**src/rtl/isf_pkg.sv**
```systemverilog
package isf_pkg;

   typedef enum logic [2:0] {
      BK_NONE,
      BK_SETEN,
      BK_CLREN,
      BK_SETPND,
      BK_CLRPND,
      BK_ACT,
      BK_TGT,
      BK_PRIO
   } isf_bank_e;

   localparam int BWORD_W = 5;   // word index inside a 32-interrupt bank
   localparam int PWORD_W = 7;   // word index inside the priority bank
   localparam int LANES   = 4;

endpackage

```
**src/rtl/isf_decode.sv**
```systemverilog
module isf_decode
   import isf_pkg::*;
#(
   parameter bit          SEC_EXT    = 1'b1,
   parameter logic [31:0] MAIN_BASE  = 32'hE000_E000,
   parameter logic [31:0] ALIAS_BASE = 32'hE002_E000
) (
   input  logic               req_i,
   input  logic [31:0]        addr_i,
   input  logic               sec_i,
   output logic               hit_o,
   output isf_bank_e          bank_o,
   output logic [BWORD_W-1:0] bword_o,
   output logic [PWORD_W-1:0] pword_o,
   output logic               eff_sec_o
);

   logic        in_main;
   logic        in_alias;
   logic        alias_ok;
   logic [11:0] ofs;

   assign ofs      = addr_i[11:0];
   assign in_main  = (addr_i[31:12] == MAIN_BASE[31:12]);
   assign in_alias = (addr_i[31:12] == ALIAS_BASE[31:12]);

   generate
      if (SEC_EXT) begin : g_secure
         assign alias_ok  = in_alias & sec_i;
         assign eff_sec_o = in_main & sec_i;
      end else begin : g_plain
         assign alias_ok  = 1'b0;
         assign eff_sec_o = 1'b0;
      end
   endgenerate

   always_comb begin
      case (ofs[11:7])
         5'h02:                      bank_o = BK_SETEN;
         5'h03:                      bank_o = BK_CLREN;
         5'h04:                      bank_o = BK_SETPND;
         5'h05:                      bank_o = BK_CLRPND;
         5'h06:                      bank_o = BK_ACT;
         5'h07:                      bank_o = BK_TGT;
         5'h08, 5'h09, 5'h0a, 5'h0b: bank_o = BK_PRIO;
         default:                    bank_o = BK_NONE;
      endcase
   end

   assign hit_o   = req_i & (in_main | alias_ok) & (bank_o != BK_NONE) & (ofs[1:0] == 2'b00);
   assign bword_o = ofs[6:2];
   assign pword_o = ofs[8:2];

endmodule

```
**src/rtl/isf_lane_mask.sv**
```systemverilog
module isf_lane_mask
   import isf_pkg::*;
#(
   parameter int NUM_IRQ = 64
) (
   input  isf_bank_e          bank_i,
   input  logic [BWORD_W-1:0] bword_i,
   input  logic [PWORD_W-1:0] pword_i,
   input  logic               eff_sec_i,
   input  logic [NUM_IRQ-1:0] tgt_i,
   output logic [31:0]        allow_o
);

   localparam int NWORD = NUM_IRQ / 32;
   localparam int PWORD = NUM_IRQ / LANES;

   logic [31:0]      tw;
   logic             tw_ok;
   logic [LANES-1:0] pn;
   logic             pn_ok;

   always_comb begin
      tw    = '0;
      tw_ok = 1'b0;
      for (int w = 0; w < NWORD; w++) begin
         if (bword_i == BWORD_W'(w)) begin
            tw    = tgt_i[w*32 +: 32];
            tw_ok = 1'b1;
         end
      end
      pn    = '0;
      pn_ok = 1'b0;
      for (int w = 0; w < PWORD; w++) begin
         if (pword_i == PWORD_W'(w)) begin
            pn    = tgt_i[w*LANES +: LANES];
            pn_ok = 1'b1;
         end
      end
   end

   always_comb begin
      allow_o = '0;
      case (bank_i)
         BK_SETEN, BK_CLREN, BK_SETPND, BK_CLRPND, BK_ACT:
            allow_o = tw_ok ? (eff_sec_i ? '1 : tw) : '0;
         BK_TGT:
            allow_o = (tw_ok && eff_sec_i) ? '1 : '0;
         BK_PRIO:
            for (int k = 0; k < LANES; k++)
               allow_o[k*8 +: 8] = {8{pn_ok & (eff_sec_i | pn[k])}};
         default:
            allow_o = '0;
      endcase
   end

endmodule

```
**src/rtl/irq_secfilter.sv**
```systemverilog
module irq_secfilter
   import isf_pkg::*;
#(
   parameter int          NUM_IRQ    = 64,
   parameter int          PRIO_BITS  = 4,
   parameter bit          SEC_EXT    = 1'b1,
   parameter logic [31:0] MAIN_BASE  = 32'hE000_E000,
   parameter logic [31:0] ALIAS_BASE = 32'hE002_E000
) (
   input  logic                         clk_i,
   input  logic                         rst_ni,
   input  logic                         req_i,
   input  logic [31:0]                  addr_i,
   input  logic                         we_i,
   input  logic [3:0]                   wstrb_i,
   input  logic [31:0]                  wdata_i,
   input  logic                         sec_i,
   output logic [31:0]                  rdata_o,
   input  logic [NUM_IRQ-1:0]           irq_active_i,
   output logic [NUM_IRQ-1:0]           irq_en_o,
   output logic [NUM_IRQ-1:0]           irq_pend_o,
   output logic [NUM_IRQ-1:0]           irq_tgt_o,
   output logic [NUM_IRQ*PRIO_BITS-1:0] irq_prio_o
);

   localparam int NWORD  = NUM_IRQ / 32;
   localparam int PWORD  = NUM_IRQ / LANES;
   localparam int PLSB   = 8 - PRIO_BITS;
   localparam int PVEC_W = NUM_IRQ * PRIO_BITS;

   if ((NUM_IRQ % 32) != 0 || NUM_IRQ < 32 || NUM_IRQ > 512) begin : g_bad_num
      $error("irq_secfilter: NUM_IRQ must be a multiple of 32 in 32..512");
   end
   if (PRIO_BITS < 1 || PRIO_BITS > 8) begin : g_bad_prio
      $error("irq_secfilter: PRIO_BITS must be 1..8");
   end
   if (MAIN_BASE[31:12] == ALIAS_BASE[31:12]) begin : g_bad_base
      $error("irq_secfilter: windows must not overlap");
   end

   // ---------------- decode and filter ----------------
   logic               hit;
   isf_bank_e          bank;
   logic [BWORD_W-1:0] bword;
   logic [PWORD_W-1:0] pword;
   logic               eff_sec;
   logic [31:0]        allow;

   isf_decode #(
      .SEC_EXT   (SEC_EXT),
      .MAIN_BASE (MAIN_BASE),
      .ALIAS_BASE(ALIAS_BASE)
   ) u_decode (
      .req_i    (req_i),
      .addr_i   (addr_i),
      .sec_i    (sec_i),
      .hit_o    (hit),
      .bank_o   (bank),
      .bword_o  (bword),
      .pword_o  (pword),
      .eff_sec_o(eff_sec)
   );

   isf_lane_mask #(
      .NUM_IRQ(NUM_IRQ)
   ) u_mask (
      .bank_i   (bank),
      .bword_i  (bword),
      .pword_i  (pword),
      .eff_sec_i(eff_sec),
      .tgt_i    (irq_tgt_o),
      .allow_o  (allow)
   );

   // ---------------- state ----------------
   logic [NUM_IRQ-1:0] en_q,   en_d;
   logic [NUM_IRQ-1:0] pend_q, pend_d;
   logic [NUM_IRQ-1:0] tgt_q,  tgt_d;
   logic [PVEC_W-1:0]  prio_q, prio_d;
   logic [31:0]        rdata_q, rdata_d;

   logic        wr;
   logic [31:0] lane_m;
   logic [31:0] wr_bits;

   assign wr = hit & we_i;

   always_comb begin
      for (int k = 0; k < LANES; k++) lane_m[k*8 +: 8] = {8{wstrb_i[k]}};
   end

   assign wr_bits = wdata_i & allow & lane_m;

   always_comb begin
      en_d   = en_q;
      pend_d = pend_q;
      tgt_d  = tgt_q;
      prio_d = prio_q;
      for (int i = 0; i < NUM_IRQ; i++) begin
         if (wr && bword == BWORD_W'(i / 32)) begin
            if (bank == BK_SETEN  && wr_bits[i % 32]) en_d[i]   = 1'b1;
            if (bank == BK_CLREN  && wr_bits[i % 32]) en_d[i]   = 1'b0;
            if (bank == BK_SETPND && wr_bits[i % 32]) pend_d[i] = 1'b1;
            if (bank == BK_CLRPND && wr_bits[i % 32]) pend_d[i] = 1'b0;
            if (bank == BK_TGT && allow[i % 32] && lane_m[i % 32])
               tgt_d[i] = wdata_i[i % 32];
         end
         if (wr && bank == BK_PRIO && pword == PWORD_W'(i / LANES)
             && allow[(i % LANES) * 8] && wstrb_i[i % LANES])
            prio_d[i*PRIO_BITS +: PRIO_BITS] = wdata_i[(i % LANES)*8 + PLSB +: PRIO_BITS];
      end
   end

   always_ff @(posedge clk_i or negedge rst_ni) begin
      if (!rst_ni) begin
         en_q    <= '0;
         pend_q  <= '0;
         prio_q  <= '0;
         rdata_q <= '0;
      end else begin
         en_q    <= en_d;
         pend_q  <= pend_d;
         prio_q  <= prio_d;
         rdata_q <= rdata_d;
      end
   end

   generate
      if (SEC_EXT) begin : g_tgt_store
         always_ff @(posedge clk_i or negedge rst_ni) begin
            if (!rst_ni) tgt_q <= '0;
            else         tgt_q <= tgt_d;
         end
      end else begin : g_tgt_open
         assign tgt_q = '1;
      end
   endgenerate

   // ---------------- read path ----------------
   logic [31:0] en_w, pd_w, ac_w, tg_w, pr_w, raw;

   always_comb begin
      en_w = '0;
      pd_w = '0;
      ac_w = '0;
      tg_w = '0;
      pr_w = '0;
      for (int w = 0; w < NWORD; w++) begin
         if (bword == BWORD_W'(w)) begin
            en_w = en_q[w*32 +: 32];
            pd_w = pend_q[w*32 +: 32];
            ac_w = irq_active_i[w*32 +: 32];
            tg_w = tgt_q[w*32 +: 32];
         end
      end
      for (int w = 0; w < PWORD; w++) begin
         if (pword == PWORD_W'(w)) begin
            for (int k = 0; k < LANES; k++)
               pr_w[k*8 + 7 -: PRIO_BITS] = prio_q[(w*LANES + k)*PRIO_BITS +: PRIO_BITS];
         end
      end
      case (bank)
         BK_SETEN, BK_CLREN:   raw = en_w;
         BK_SETPND, BK_CLRPND: raw = pd_w;
         BK_ACT:               raw = ac_w;
         BK_TGT:               raw = tg_w;
         BK_PRIO:              raw = pr_w;
         default:              raw = '0;
      endcase
      rdata_d = (hit && !we_i) ? (raw & allow) : '0;
   end

   assign rdata_o    = rdata_q;
   assign irq_en_o   = en_q;
   assign irq_pend_o = pend_q;
   assign irq_tgt_o  = tgt_q;
   assign irq_prio_o = prio_q;

   // ---------------- assertions ----------------
   AST_RDATA_IDLE_ZERO: assert property (@(posedge clk_i) disable iff (!rst_ni)
      (!req_i || we_i) |=> (rdata_o == '0));

   AST_NS_TGT_HOLD: assert property (@(posedge clk_i) disable iff (!rst_ni)
      (req_i && we_i && !eff_sec) |=> $stable(irq_tgt_o));

   AST_NS_EN_GUARD: assert property (@(posedge clk_i) disable iff (!rst_ni)
      (req_i && !eff_sec) |=> (((irq_en_o ^ $past(irq_en_o)) & ~$past(irq_tgt_o)) == '0));

   AST_NS_PEND_GUARD: assert property (@(posedge clk_i) disable iff (!rst_ni)
      (req_i && !eff_sec) |=> (((irq_pend_o ^ $past(irq_pend_o)) & ~$past(irq_tgt_o)) == '0));

   AST_MISS_NO_EFFECT: assert property (@(posedge clk_i) disable iff (!rst_ni)
      (req_i && !hit) |=> ($stable(irq_en_o) && $stable(irq_pend_o)
                           && $stable(irq_tgt_o) && $stable(irq_prio_o) && rdata_o == '0));

   AST_READ_NO_EFFECT: assert property (@(posedge clk_i) disable iff (!rst_ni)
      (req_i && !we_i) |=> ($stable(irq_en_o) && $stable(irq_pend_o)
                            && $stable(irq_tgt_o) && $stable(irq_prio_o)));

endmodule

```
**config.mk**
```make
export PLATFORM = sky130hd
export DESIGN_NAME = irq_secfilter
export DESIGN_NICKNAME = d
export VERILOG_FILES = /design/src/rtl/isf_pkg.sv /design/src/rtl/isf_decode.sv /design/src/rtl/isf_lane_mask.sv /design/src/rtl/irq_secfilter.sv
export SDC_FILE = /design/constraint.sdc
export NUM_CORES = 1
export LEC_CHECK = 0
export ABC_AREA = 0
export BUFFER_PORTS_ARGS = -buffer_cell sky130_fd_sc_hd__clkbuf_2
export CAP_MARGIN = 30
export CORE_AREA = 8 8 266 268
export DETAILED_ROUTE_END_ITERATION = 10
export DIE_AREA = 0 0 274 276
export GPL_TIMING_DRIVEN = 1
export MAX_ROUTING_LAYER = met4
export PLACE_DENSITY = 0.74
export SYNTH_ARGS = -nofsm -noshare
export SYNTH_HDL_FRONTEND = slang
export SYNTH_HIERARCHICAL = 1
export SYNTH_SLANG_ARGS = --single-unit
```
**constraint.sdc**
```tcl
create_clock -name clk_i -period 2.7 [get_ports clk_i]
set_input_delay 0.135 -clock clk_i [delete_from_list [all_inputs] [get_ports clk_i]]
set_output_delay 0.135 -clock clk_i [all_outputs]
set_load 0.1 [all_outputs]
```
After elaboration in Yosys (flattened, before gate mapping):

Memories as Yosys holds them, arrays and structs flattened.
Index checks and enable logic that the tools add are counted.

* register bits: 480
* word-level logic and storage cells: 1147
* input port bits: 137
* memory bits (read-only): 48
* memories kept: 1

Memories
* (no name shown): depth 16, bits a word 3, read ports 1, clocked after Yosys merged registers in 0, write ports 0, line isf_decode.sv:38 `case (ofs[11:7])`

* reduce and logical (&&, ||, !) cells: 605
* bitwise gates (word level): 18
* equal/unequal tests: 25
* muxes and demuxes: 241

Operator list (number)
* $mux W32: 12
* $reduce_and A2 Y1: 192
* $logic_and A1 B1 Y1: 341
* $mux W4: 80
* $pmux W32 S5: 1
* $mux W1: 146
* $reduce_bool A2 Y1: 64
* $and A32 B32 Y32: 3
* $pmux W32 S3: 1
* $eq A7 B4 Y1 const B: 8
* $eq A20 B20 Y1 const B: 2
* $eq A7 B3 Y1 const B: 4
* $eq A7 B2 Y1 const B: 2
* $eq A3 B3 Y1 const B: 4
* $and A1 B1 Y1: 10
* $eq A7 B1 Y1 const B: 1
* $logic_not A7 Y1: 1
* $eq A3 B2 Y1 const B: 2
* $eq A5 B1 Y1 const B: 1
* $logic_not A5 Y1: 1
* $or A1 B1 Y1: 5
* $reduce_or A5 Y1: 1
* $reduce_or A2 Y1: 2
* $eq A3 B1 Y1 const B: 1
* other kinds (4): 4

Logic depth before layout (Yosys ltp):

* depth in word-level cells: 25
* depth in mapped cells: 16
* mapped depth without buffers: 14

Cells and area by module:

Netlist, hierarchy kept.

Modules (own cells, without submodules)
* irq_secfilter: times used 1, area each 24265.8 µm², sequential area each 12011.5 µm², cells an instance 2095
* isf_lane_mask: times used 1, area each 1801.7 µm², sequential area each 0.0 µm², cells an instance 255
* isf_decode: times used 1, area each 285.3 µm², sequential area each 0.0 µm², cells an instance 38

Least setup slack after synthesis:

Ideal clock, no wire load.

* path kind: flip-flop to flip-flop
* start point: register tgt_q[3] (netlist: irq_tgt_o[3])
* end point: register prio_q[77] (netlist: irq_prio_o[77])
* stages on the path, launching flop included: 11
* required time: 2.574 ns
* library setup time: 0.126 ns
* arrival: 3.249 ns
* path slack: -0.674 ns
* cell sequence: dfrtp_1 -> or3b_2 -> a21oi_1 -> o311a_1 -> o311ai_4 -> a21oi_1 -> nand2_1 -> nor2_1 -> and3_1 -> clkbuf_1 -> mux2_2

* longest elaborated chain between the ends: 21

RTL lines
* start: declaration: line irq_secfilter.sv:78 `logic [NUM_IRQ-1:0] tgt_q, tgt_d;`
* start signal: assignment: line irq_secfilter.sv:132 `else tgt_q <= tgt_d;`
* $mux W4 (16 in series): line isf_lane_mask.sv:34 `if (pword_i == PWORD_W'(w)) begin`
* $or A1 B1 Y1: line isf_lane_mask.sv:50 `allow_o[k*8 +: 8] = {8{pn_ok & (eff_sec_i | pn[k])}};`
* $and A1 B1 Y1: line isf_lane_mask.sv:50
* $pmux W32 S3: line isf_lane_mask.sv:43 `case (bank_i)`
* named net allow[24]: line irq_secfilter.sv:47 `logic [31:0] allow;`
* $logic_and A1 B1 Y1 (2 in series): line irq_secfilter.sv:109 `&& allow[(i % LANES) * 8] && wstrb_i[i % LANES])`
* end signal: assignment: line irq_secfilter.sv:123 `prio_q <= prio_d;`
* end: declaration: line irq_secfilter.sv:79 `logic [PVEC_W-1:0] prio_q, prio_d;`

The timed path passes the listed nets, and every way through them passes these cells.
A chain may end at the register's enable or synchronous reset.

Worst setup path after layout:

* start point: register tgt_q[1] (netlist: irq_tgt_o[1])
* end point: register prio_q[116] (netlist: irq_prio_o[116])

The elaborated chain is that of the path after synthesis.

==> results_dict.tcl <==
set metrics [dict create \
    multiInputGateArea_um2 13600 \
    power_density_nw_per_um2 470 \
    critPathCaptureType "flop" \
    clock_sinks 480 \
    worstPathRequired_ns 3.18 \
    yosysWarnings 6 \
    rsz0062_at_grt "true" \
    maxSlewHeadroom_pct 42.1 \
    setup-tns-final_ns 0 \
    die_y_um 276 \
    hpwlAfterDp_um 99300 \
    synth.avg_cell_area_um2 11.0 \
    fp.coreArea_um2 66600 \
    fmax_mhz 373 \
    period_share_pct 99.2 \
    switching_share_pct 25.4 \
    drv_slew 0 \
    p_clk_share_pct 48.7 \
    drive_above_1_share_pct 53.1 \
    fin_skew_ns 0.0244 \
    grt_max_degree 74 \
    ys.flop_type "dfrtp_1" \
    maxCapViolations 0 \
    nets 3457 \
    pwr-share-comb_pct 8.9 \
    htree_levels 2 \
    placed_area_um2 33500 \
    first_iter_violations 2762 \
    io-pin-count 617 \
    leakagePower_nw 18.3 \
    crit_type "reg -> reg" \
    synth_edf_count 0 \
    intPower_w 0.0126 \
    critical-path-max-stage-delay_ns 0.51 \
    via_count 25600 \
    numCtsBuffers 56 \
    fin_crit_ns 2.68 \
    seq_power_share_pct 42.5 \
    worst_pin_slew_ns 0.865 \
    ir_drop_v 0.000553 \
    syn_to_final_growth_pct 36.7 \
    die_width_um 274 \
    initial_core_util_pct 39.6 \
    critPathSlowestCell "dfrtp_4" \
    worst_setup_path_start_kind "flop" \
    path_max_fanout 9 \
    post_drt_wl_per_cell_um 30.2 \
    hold_ws_ns 0.0499 \
    die-area_um2 75600 \
    status "finished clean" \
    rows 95 \
    n_fill_cell 5805 \
    stdcell_area_um2 36000 \
    path_clk_slew_ns 0.06 \
    clock_path_buffers 3 \
    drt_wl_total_um 128000 \
    arrival_ns 3.16 \
    p_sw_w 0.00430 \
    ys_ff_latch 480 \
    io_buffers 616 \
    cts_tree "yes" \
    syn_inst 2388 \
    grt_pass1_vias 26100 \
    antenna_left 0 \
    setup_viol 0 \
    async_reset_ff_share_pct 100 \
    cts_root_buf "clkbuf_16" \
    syn_nets 2528 \
    ff_latch_area_um2 12100 \
    gp_congestion 1.01 \
    yosysUniqueCellTypes 101 \
    worstHoldPathType "in -> reg" \
    yosysSeqAreaShare_pct 45.6 \
    cp_cell_sequence "nor2b_4, a2111oi_4, buf_4, nor4_2, a311oi_2, buf_4, o22ai_4, nand2_2, nor2_2, buf_12, buf_4, nand2_4, mux2_2" \
    grt_use_total_pct 33.2 \
    route.detailed.drc 0 \
    dr.pass1.iters 6 \
    grt-ovfl-total 0 \
    antenna_found_initial 4 \
    viasPerCell 6.05 \
    cp_common_cell "buf_4" \
    clock_latency_ns 0.62 \
    grt_pass1_wl_um 183000 \
    netlist_area_um2 26400 \
    report.final.hold_viol_count 0 \
]
sequential cells by signal, summed over array words and instances, names as in the netlist:
register / cells
irq_tgt_o: 64
irq_pend_o: 64
irq_en_o: 64
irq_prio_o: 256
rdata_o: 32
cells in the mapped netlist (all sizes together) (8+ instances only):
master   number  area [um^2]
mux2        493         5550
dfrtp       480        12000
nand2       194          731
nor2        129          497
clkbuf      124          500
nand3       123          638
buf          89          563
mux2i        88          881
a21oi        69          357
o21ai        54          270
nor3         43          352
a221oi       40          350
o22ai        39          244
nor2b        35          219
a22oi        34          260
nand4        34          213
o211ai       25          203
a22o         24          210
a211oi       23          173
and2         19          119
and3         16          100
a221o        15          150
nand2b       15          101
o2111ai      14          123
nor4         12          111
o311ai       12          123
inv          11         41.3
a31oi        10         62.6
o31ai         8         60.1
cells by family (layout without fill, tap and decap cells):
group	count (synthesis)	after routing	share of synthesized area, %
AO/OA/AOI/OAI	428	428	12.0
XOR/XNOR	1	1	0.0332
adder cells (fa/ha/maj)	3	3	0.142
buffers and inverters	226	1200	4.24
flip-flops	480	480	45.6
multiplexers	585	585	24.8
other	0	4	0
AND/OR/NAND/NOR	665	665	13.2
critical path: cells and delay by family, from the launching register on:
family | cells | cell delay (ns)
AO/OA/AOI/OAI | 3 | 0.59
flip-flops | 1 | 0.51
AND/OR/NAND/NOR | 5 | 0.46
multiplexers | 1 | 0.34
buffers and inverters | 4 | 0.65
final cells by class:
type,instances,share of cell area (%)
multi-input cells,1682,37.8
well taps,873,3.03
clock buffers,75,4.34
diodes,4,0.0278
flip-flops and latches,480,33.5
clock inverters,28,1.16
repair buffers,1085,20.0
inverters,12,0.125
final timing paths:
path | startpoint | to | slack [ns] | cells after the start
setup / recovery | irq_tgt_o[1]$_DFFE_PN0P_ | irq_prio_o[116]$_DFFE_PN0P_ | 0.02 | 13
hold reg to reg | irq_prio_o[137]$_DFFE_PN0P_ | irq_prio_o[137]$_DFFE_PN0P_ | 0.53 | 1
min in group asynchronous | rst_ni | rdata_o[9]$_DFF_PN0_ | 0.13 | 2
hold / removal | irq_active_i[2] | rdata_o[2]$_DFF_PN0_ | 0.05 | 4
max in group asynchronous | rst_ni | irq_prio_o[97]$_DFFE_PN0P_ | 1.58 | 3
setup reg to reg | irq_tgt_o[1]$_DFFE_PN0P_ | irq_prio_o[116]$_DFFE_PN0P_ | 0.02 | 13
timing repair:
item                                   CTS  global route
setup endpoints to repair              161           196
resized for setup                       17            24
endpoints found under the hold margin  150             0
buffers inserted                         1             0
hold buffers                            35             0
pin swaps                                4            12
layer usage:
metal  global-route usage [%]  part of all wire [%]  vias to the layer above
met5                        -                     0                        -
met4                     15.4                   5.5                        0
met3                     8.18                   9.7                      376
met2                     53.0                    47                     1612
met1                     39.4                    38                    12900
li1                         -                     -                    10800
cells in the final DEF (no fill, tap or decap), types with 27 or more instances in the layout:
cell	netlist	layout
clkbuf_16	0	56
nand3_1	120	120
buf_12	0	38
buf_4	19	393
dlygate4sd3_1	0	35
nand2_1	193	158
nand4_1	34	34
dfrtp_1	480	450
a221oi_1	40	40
o21ai_0	40	39
nor2b_1	35	31
nor2_1	126	122
mux2_2	492	482
mux2i_1	88	88
clkbuf_2	1	613
a22oi_1	33	32
a21oi_1	68	65
dfrtp_2	0	29
o22ai_1	39	38
nor3_1	27	27
through the flow:
stage	instances	setup WS [ns]	util [%]	total power, W
detailed placement	4096	-0.588	50.3	0.00875
finish	4239	0.0207	54.1	0.0169
global placement	4096	-0.532	50.3	0.00874
CTS	4235	-0.0514	54.0	0.0170
global route	4238	-0.0127	54.1	0.0173
floorplan	2388	-0.287	-	0.00790
power groups by stage:
| stage | clock network [W] | logic (W) | registers (W) |
|---|---|---|---|
| floorplan | 0 | 0.000577 | 0.00733 |
| global placement | 0 | 0.00142 | 0.00732 |
| detailed placement | 0 | 0.00142 | 0.00732 |
| CTS | 0.00833 | 0.00147 | 0.00719 |
| global route | 0.00859 | 0.00157 | 0.00719 |
| finish | 0.00824 | 0.00150 | 0.00719 |
Power figures use the tool's default switching activity.
